--- config.mk ---
export PLATFORM = sky130hd
export DESIGN_NAME = lin_wake_detector
export DESIGN_NICKNAME = d
export VERILOG_FILES = /design/src/rtl/lin_wk_pkg.sv /design/src/rtl/lin_wk_rstsync.sv /design/src/rtl/lin_wk_tmr.sv /design/src/rtl/lin_wk_fsm.sv /design/src/rtl/lin_wake_detector.sv
export SDC_FILE = /design/constraint.sdc
export NUM_CORES = 1
export LEC_CHECK = 0
export BUFFER_PORTS_ARGS = -buffer_cell sky130_fd_sc_hd__buf_2
export CORE_MARGIN = 2
export CORE_UTILIZATION = 61
export DETAILED_ROUTE_END_ITERATION = 6
export PLACE_DENSITY = 0.81
export SLEW_MARGIN = 40
export SYNTH_ARGS = -nofsm -noshare
export SYNTH_HDL_FRONTEND = slang
export SYNTH_SLANG_ARGS = --single-unit
--- constraint.sdc ---
create_clock -name clk -period 2.1 [get_ports clk]
set_clock_uncertainty 0.1 [all_clocks]
set_input_delay 0.42 -clock clk [delete_from_list [all_inputs] [get_ports clk]]
set_output_delay 0.42 -clock clk [all_outputs]
set_load 0.005 [all_outputs]
--- src/rtl/lin_wk_pkg.sv ---
package lin_wk_pkg;

  typedef enum logic [2:0] {
    WK_IDLE   = 3'd0,  // armed, receiver off
    WK_LISTEN = 3'd1,  // receiver on, filtering dominant level
    WK_HELD   = 3'd2,  // dominant qualified, waiting for release
    WK_MUTED  = 3'd3,  // window expired on a floating bus
    WK_STUCK  = 3'd4,  // window expired on a dominant bus
    WK_DONE   = 3'd5   // wake issued, waiting for mode exit
  } wk_state_e;

  localparam int unsigned WK_NTMR   = 3;
  localparam int unsigned WK_T_FILT = 0;
  localparam int unsigned WK_T_MON  = 1;
  localparam int unsigned WK_T_ARM  = 2;

  function automatic logic wk_rx_on(input wk_state_e s);
    return (s == WK_LISTEN) || (s == WK_HELD);
  endfunction

endpackage

--- src/rtl/lin_wk_rstsync.sv ---
module lin_wk_rstsync #(
  parameter int unsigned STAGES = 2
) (
  input  logic clk,
  input  logic rst_n_in,
  output logic rst_n_out
);

  localparam int unsigned LAST = STAGES - 1;

  logic [STAGES-1:0] shift_q;

  always_ff @(posedge clk or negedge rst_n_in) begin
    if (!rst_n_in) begin
      shift_q <= '0;
    end else begin
      shift_q <= {shift_q[STAGES-2:0], 1'b1};
    end
  end

  assign rst_n_out = shift_q[LAST];

endmodule

--- src/rtl/lin_wk_tmr.sv ---
module lin_wk_tmr #(
  parameter int unsigned LIMIT = 4
) (
  input  logic clk,
  input  logic rst_n,
  input  logic run,
  output logic hit
);

  localparam int unsigned    CW   = (LIMIT > 2) ? $clog2(LIMIT) : 1;
  localparam logic [CW-1:0]  LAST = CW'(LIMIT - 1);

  logic [CW-1:0] cnt_q, cnt_d;

  always_comb begin
    cnt_d = cnt_q;
    if (!run) begin
      cnt_d = '0;
    end else if (cnt_q != LAST) begin
      cnt_d = cnt_q + 1'b1;
    end
  end

  always_ff @(posedge clk or negedge rst_n) begin
    if (!rst_n) begin
      cnt_q <= '0;
    end else begin
      cnt_q <= cnt_d;
    end
  end

  assign hit = run && (cnt_q == LAST);

endmodule

--- src/rtl/lin_wk_fsm.sv ---
module lin_wk_fsm
  import lin_wk_pkg::*;
(
  input  logic      clk,
  input  logic      rst_n,
  input  logic      lp_on,
  input  logic      lp_silent,
  input  logic      txd_hi,
  input  logic      bus_dom,
  input  logic      bus_lo,
  input  logic      flt_hit,
  input  logic      mon_hit,
  input  logic      arm_hit,
  output wk_state_e state_q,
  output logic      wake_q
);

  wk_state_e state_d;
  logic      wake_d;
  logic      gate_ok;

  assign gate_ok = !lp_silent || txd_hi;

  always_comb begin
    state_d = state_q;
    wake_d  = 1'b0;
    if (!lp_on) begin
      state_d = WK_IDLE;
    end else begin
      unique case (state_q)
        WK_IDLE: begin
          if (bus_lo) state_d = WK_LISTEN;
        end
        WK_LISTEN: begin
          if (!bus_lo) begin
            state_d = WK_IDLE;
          end else if (mon_hit) begin
            state_d = bus_dom ? WK_STUCK : WK_MUTED;
          end else if (flt_hit) begin
            state_d = WK_HELD;
          end
        end
        WK_HELD, WK_STUCK: begin
          if (!bus_dom) begin
            if (gate_ok) begin
              state_d = WK_DONE;
              wake_d  = 1'b1;
            end else begin
              state_d = WK_IDLE;
            end
          end else if (mon_hit && (state_q == WK_HELD)) begin
            state_d = WK_STUCK;
          end
        end
        WK_MUTED: begin
          if (arm_hit) state_d = WK_IDLE;
        end
        WK_DONE: begin
          state_d = WK_DONE;
        end
        default: state_d = WK_IDLE;
      endcase
    end
  end

  always_ff @(posedge clk or negedge rst_n) begin
    if (!rst_n) begin
      state_q <= WK_IDLE;
      wake_q  <= 1'b0;
    end else begin
      state_q <= state_d;
      wake_q  <= wake_d;
    end
  end

endmodule

--- src/rtl/lin_wake_detector.sv ---
module lin_wake_detector
  import lin_wk_pkg::*;
#(
  parameter int unsigned FILT_CYC  = 18000,
  parameter int unsigned MON_CYC   = 2000000,
  parameter int unsigned REARM_CYC = 800
) (
  input  logic clk,
  input  logic rst_n,
  input  logic lp_on,
  input  logic lp_silent,
  input  logic txd_hi,
  input  logic bus_dom,
  input  logic bus_prewake_lo,
  input  logic bus_prewake_hi,
  output logic wake_req,
  output logic rx_active
);

  localparam int unsigned TMR_LIM [WK_NTMR] = '{FILT_CYC, MON_CYC, REARM_CYC};

  logic               rst_core_n;
  wk_state_e          state;
  logic [WK_NTMR-1:0] tmr_run;
  logic [WK_NTMR-1:0] tmr_hit;

  lin_wk_rstsync #(.STAGES(2)) u_rst (
    .clk       (clk),
    .rst_n_in  (rst_n),
    .rst_n_out (rst_core_n)
  );

  assign tmr_run[WK_T_FILT] = (state == WK_LISTEN) && bus_dom;
  assign tmr_run[WK_T_MON]  = wk_rx_on(state);
  assign tmr_run[WK_T_ARM]  = (state == WK_MUTED) && bus_prewake_hi;

  generate
    for (genvar t = 0; t < WK_NTMR; t++) begin : g_tmr
      lin_wk_tmr #(.LIMIT(TMR_LIM[t])) u_tmr (
        .clk   (clk),
        .rst_n (rst_core_n),
        .run   (tmr_run[t]),
        .hit   (tmr_hit[t])
      );
    end
  endgenerate

  lin_wk_fsm u_fsm (
    .clk       (clk),
    .rst_n     (rst_core_n),
    .lp_on     (lp_on),
    .lp_silent (lp_silent),
    .txd_hi    (txd_hi),
    .bus_dom   (bus_dom),
    .bus_lo    (bus_prewake_lo),
    .flt_hit   (tmr_hit[WK_T_FILT]),
    .mon_hit   (tmr_hit[WK_T_MON]),
    .arm_hit   (tmr_hit[WK_T_ARM]),
    .state_q   (state),
    .wake_q    (wake_req)
  );

  assign rx_active = wk_rx_on(state);

endmodule

* Word-level counts from Yosys, hierarchy flattened *
Index checks and enable logic that the tools add are counted.

operators by class
  $add $sub $neg = 3
  multipliers = 0
  divide/modulo/power cells = 0
  magnitude comparators = 0
  equal/unequal tests = 18
  shift operators = 0
  muxes and demuxes = 21
  bitwise gates (word level) = 0
  reductions and logical operators = 12

operators by type and width
  operator                                                number
  2-to-1 mux 21 bit                                       2
  2-to-1 mux 15 bit                                       2
  2-to-1 mux 3 bit                                        10
  adder 21 x 1 -> 21 bit (second input constant)          1
  equality test 21 bit (second input constant)            1
  inequality test 21 bit (second input constant)          1
  2-to-1 mux 10 bit                                       2
  adder 15 x 1 -> 15 bit (second input constant)          1
  equality test 15 bit (second input constant)            1
  inequality test 15 bit (second input constant)          1
  one-hot mux 3 bit (5 select lines)                      1
  adder 10 x 1 -> 10 bit (second input constant)          1
  equality test 10 bit (second input constant)            1
  inequality test 10 bit (second input constant)          1
  equality test 3 x 2 -> 1 bit (second input constant)    2
  equality test 3 bit (second input constant)             2
  logical AND 1 bit                                       6
  inequality test 2 bit (second input constant)           3
  inequality test 5 x 3 -> 1 bit (second input constant)  1
  2-to-1 mux 1 bit                                        4
  inequality test 4 x 3 -> 1 bit (second input constant)  1
  AND reduction 4 bit                                     1
  equality test 3 x 1 -> 1 bit (second input constant)    1
  zero test 3 bit                                         1
  other kinds (5)                                         6

word-level totals
  flip-flop bits (word level) = 52
  latch bits = 0
  RAM bits = 0
  memory bits (read-only) = 0
  input port bits = 8
  output and inout bits = 2
  word-level logic and storage cells = 60
  memories kept = 0

* Longest topological paths before layout *
  word-level depth = 8
  gate-level depth with buffers = 8
  mapped depth without buffers = 6

* Modules after synthesis *
A second synthesis with hierarchy kept.

second synthesis, totals
  cell total of the unflattened synthesis = 304
  area total of the unflattened synthesis = 2909.0 um2

modules (own cells, without submodules)
  module                       times used  cells an instance  area each (um2)
  lin_wk_tmr (g_tmr[1].u_tmr)  1           120                1119.8
  lin_wk_tmr (g_tmr[0].u_tmr)  1           83                 819.5
  lin_wk_tmr (g_tmr[2].u_tmr)  1           53                 536.8
  lin_wk_fsm                   1           41                 344.1
  lin_wk_rstsync               1           3                  53.8
  lin_wake_detector            1           4                  35.0

* Worst setup path after synthesis *
No wires, ideal clock.

  path type = register to register
  start point = register g_tmr[0].u_tmr.cnt_q[0]
  end point = register u_fsm.state_q[2]
  library setup time = 0.092 ns
  arrival time = 1.765 ns
  required time = 1.908 ns
  path slack = 0.143 ns
  stages on the path, launching flop included = 9
  buffers on the path = 2
  period minus slack after synthesis = 1.957 ns
  cells stage by stage = dfrtp_1 > ha_1 > clkbuf_1 > nor4bb_1 > nand4_1 > buf_2 > nor2_1 > nor2_1 > o31ai_2

between the ends
  word-level cells in the longest chain between the ends = 4

RTL lines
  item                                      line              text
  start: declaration                        lin_wk_tmr.sv:13  logic [CW-1:0] cnt_q, cnt_d;
  start signal: assignment                  lin_wk_tmr.sv:28  cnt_q <= cnt_d;
  equality test 15 bit                      lin_wk_tmr.sv:32  assign hit = run && (cnt_q == LAST);
  logical AND 1 bit                         lin_wk_tmr.sv:32
  inequality test 5 x 3 -> 1 bit (no line)  --
  AND reduction 4 bit (no line)             --
  end signal: assignment                    lin_wk_fsm.sv:71  state_q <= state_d;
  end: declaration                          lin_wk_fsm.sv:14  output wk_state_e state_q,

Every way passes these cells.
A chain may end at the register's enable or synchronous reset.

* Worst setup path in the final report *
  start point = register g_tmr[1].u_tmr.cnt_q[1]
  end point = register u_fsm.state_q[2]

between the ends
  word-level cells in the longest chain between the ends = 6

RTL lines
  item                                line              text
  start: declaration                  lin_wk_tmr.sv:13
  start signal: assignment            lin_wk_tmr.sv:28
  equality test 21 bit (*)            lin_wk_tmr.sv:32
  logical AND 1 bit (*)               lin_wk_tmr.sv:32
  2-to-1 mux 3 bit                    lin_wk_fsm.sv:37  end else if (mon_hit) begin
  2-to-1 mux 3 bit                    lin_wk_fsm.sv:35  if (!bus_lo) begin
  one-hot mux 3 bit (5 select lines)  lin_wk_fsm.sv:30  unique case (state_q)
  2-to-1 mux 3 bit                    lin_wk_fsm.sv:27  if (!lp_on) begin

Every way passes the cells marked *; elsewhere a longest branch is shown, timed or not.

==> flow_metrics.py <==
metrics = {
    "critical_path": {
        "path_max_fanout": 5,
        "crit_start": "g_tmr[1].u_tmr.cnt_q[1]",
        "cp.arrival_ps": 2110,
        "critPathKind": "flop to flop",
        "r2r-start": "g_tmr[1].u_tmr.cnt_q[1]",
        "worstSetupEndpointType": "flop",
        "worstSetupStartpointType": "flop",
        "worstPathRequired_ps": 2220,
    },
    "detailed_routing": {
        "drtIter0Drc": 138,
        "wl_per_cell_um": 14.6,
        "drc_errors": 0,
        "final_antenna_net_count": 0,
        "via_per_inst": 5.87,
        "postRouteWirelength_mm": 5.36,
        "firstDrtPassIters": 4,
        "dr_total_vias": 2160,
    },
    "cts": {
        "htree_levels": 2,
        "cts_buffer_depth": 2,
        "cts_buffers": 5,
        "clock-sinks": 52,
        "cts-root-buf": "clkbuf_8",
        "path_clk_slew_ps": 90,
        "clk_latency_ps": 300,
        "cts_tree": "built",
    },
    "die": {
        "rows": 24,
        "fp.dieArea_um2": 5160,
        "coreArea_um2": 4380,
        "initial_core_util_pct": 64.0,
        "fp.dieW_um": 71.8,
        "io_pins": 10,
        "die_y_um": 71.8,
    },
    "placed_design": {
        "placed_cells": 357,
        "io_buffers": 9,
        "pre_cts_ws_ps": 103,
        "dp_hpwl_mm": 3.72,
        "globalplace.congestion": 0.861,
        "dpl_cell_area_um2": 2980,
    },
    "global_routing": {
        "grt_pass1_vias": 2154,
        "grt_max_degree": 29,
        "grt_overflow": 0,
        "antenna_found_initial": 0,
        "grtUsageTotal_pct": 24.0,
        "grt_first_pass_wirelength_mm": 9.80,
    },
    "sta": {
        "fin_crit_sh_pct": 95.1,
        "max_freq_ghz": 0.501,
        "finalSetupTns_ps": 0,
        "setup_ws_ps": 103,
        "post-route-min-period_ps": 2000,
        "finalHoldViolations": 0,
        "tightest_slew_ps": 531,
        "maxSlewViolCount": 0,
        "slew_headroom_pct": 64.6,
        "final-setup-viol-count": 0,
    },
    "synth": {
        "synth-seq-area-share_pct": 46.4,
        "postSynthCellCount": 294,
        "synth-edff-count": 0,
        "postSynth.asyncResetShare_pct": 100,
        "syn-cell-area_um2": 2810,
        "synth_warnings": 0,
        "ys_seq_elements": 52,
        "synth_fp_nets": 305,
        "synth_cell_types": 49,
        "avgSynthCellArea_um2": 9.55,
        "synth-main-ff-cell": "dfrtp_1",
    },
    "cells_and_area": {
        "final_util_pct": 71.1,
        "diodes": 0,
        "final_cell_mix": "nor2_1 (56), dfrtp_1 (50), xor2_1 (23)",
        "final_area_um2": 3120,
        "final_common_cell": "nor2_1",
        "fillerInstances": 317,
        "stdcell_count": 368,
        "nNetsFinal": 326,
        "area_growth_pct": 11.1,
        "layout-drive-gt1-share_pct": 13.6,
    },
    "power_and_ir_drop": {
        "power_density_nw_per_um2": 591,
        "leakagePower_nw": 1.30,
        "ir_drop_mv": 0.364,
    },
    "status": {
        "status": "completed",
    },
    "flow_run": {
        "drv_cap": 0,
    },
    "hold_path": {
        "min_path_type": "flop to asynchronous set/reset pin",
    },
}
[cell families after synthesis]
family | after synthesis | share of synthesized area, %
AO/OA/AOI/OAI | 33 | 8.03
XOR/XNOR | 36 | 11.2
AND/OR/NAND/NOR | 150 | 29.5
buffers and inverters | 16 | 2.32
other | 1 | 0.134
adder cells (fa/ha/maj) | 3 | 1.34
multiplexers | 3 | 1.07
flip-flops | 52 | 46.4
[path summary, 6_finish.rpt]
path	depth (start not counted)	end	slack (ps)
min in group clk	0	u_rst.shift_q[1]	270
hold reg to reg	0	u_fsm.wake_q	150
max in group asynchronous	1	g_tmr[0].u_tmr.cnt_q[0]	1220
setup reg to reg	6	u_fsm.state_q[2]	100
hold / removal	0	u_fsm.wake_q	150
setup / recovery	6	u_fsm.state_q[2]	100
[metal layers]
layer	vias to the layer above	wire length, µm	global-route usage [%]
met4	0	70	7.55
met2	31	2660	40.6
met1	1041	2490	32.4
li1	1081	-	-
met3	7	149	2.95
met5	-	0	0
[synthesized netlist by cell type, drive strengths merged, types with 2 or more instances]
master | instances | area [µm²]
nor4bb | 3 | 30.0
nand2 | 16 | 60.1
nor2 | 56 | 210
and3 | 10 | 65.1
xnor2 | 13 | 114
and4 | 3 | 26.3
inv | 5 | 18.8
clkbuf | 7 | 26.3
nand2b | 3 | 18.8
or3 | 4 | 25.0
and2 | 5 | 31.3
o21ai | 9 | 45.0
nor4b | 5 | 65.1
nor3 | 9 | 50.1
nand4 | 16 | 115
a21oi | 5 | 25.0
nand3 | 13 | 70.1
a31oi | 2 | 12.5
mux2i | 3 | 30.0
o2111ai | 4 | 35.0
o22ai | 2 | 12.5
buf | 4 | 20.0
nor3b | 2 | 15.0
dfrtp | 52 | 1300
ha | 3 | 37.5
xor2 | 23 | 201
[registers in the layout, indices dropped and copies added, names as in the netlist]
register and flops:
u_fsm.state_q 3, u_rst.shift_q 2, g_tmr.u_tmr.cnt_q 46, u_fsm.wake_q 1
[repair_timing]
| item | 4_1_cts | 5_1_grt |
|---|---|---|
| pin swaps | 0 | 1 |
| resized for setup | 1 | 3 |
| buffers inserted | 0 | 2 |
| setup endpoints to repair | 1 | 6 |
| hold buffers | 1 | 0 |
| hold endpoints to repair | 2 | 0 |
[worst max-delay path, stage by stage (launching register included)]
cell,delay (ps)
dfrtp_1,420
ha_2,240
and3_2,240
nand4_4,120
or4b_1,490
o211a_1,130
o31ai_2,170
[layout make-up]
cell class                      count  area, µm²  area share, %
Multi-Input combinational cell    226       1440           46.3
Sequential cell                    52       1300           41.8
Timing Repair Buffer               25        180           5.78
Clock buffer                        6       72.6           2.33
Tap cell                           52       65.1           2.09
Clock inverter                      2       35.0           1.12
Inverter                            5       18.8          0.602
[stage by stage]
step                power (mW)  hold slack [ps]
floorplan                 1.13             24.4
global placement          1.18              103
detailed placement        1.19              106
CTS                       1.86              166
global route              1.93              180
finish                    1.84              149
[where the power goes]
group          total, mW  switching, mW  internal (mW)
Clock              0.670          0.316          0.354
Combinational      0.142         0.0818         0.0604
Sequential          1.03         0.0202           1.01
Total               1.84          0.418           1.43
Note: power is estimated with default switching activity, not from simulation.
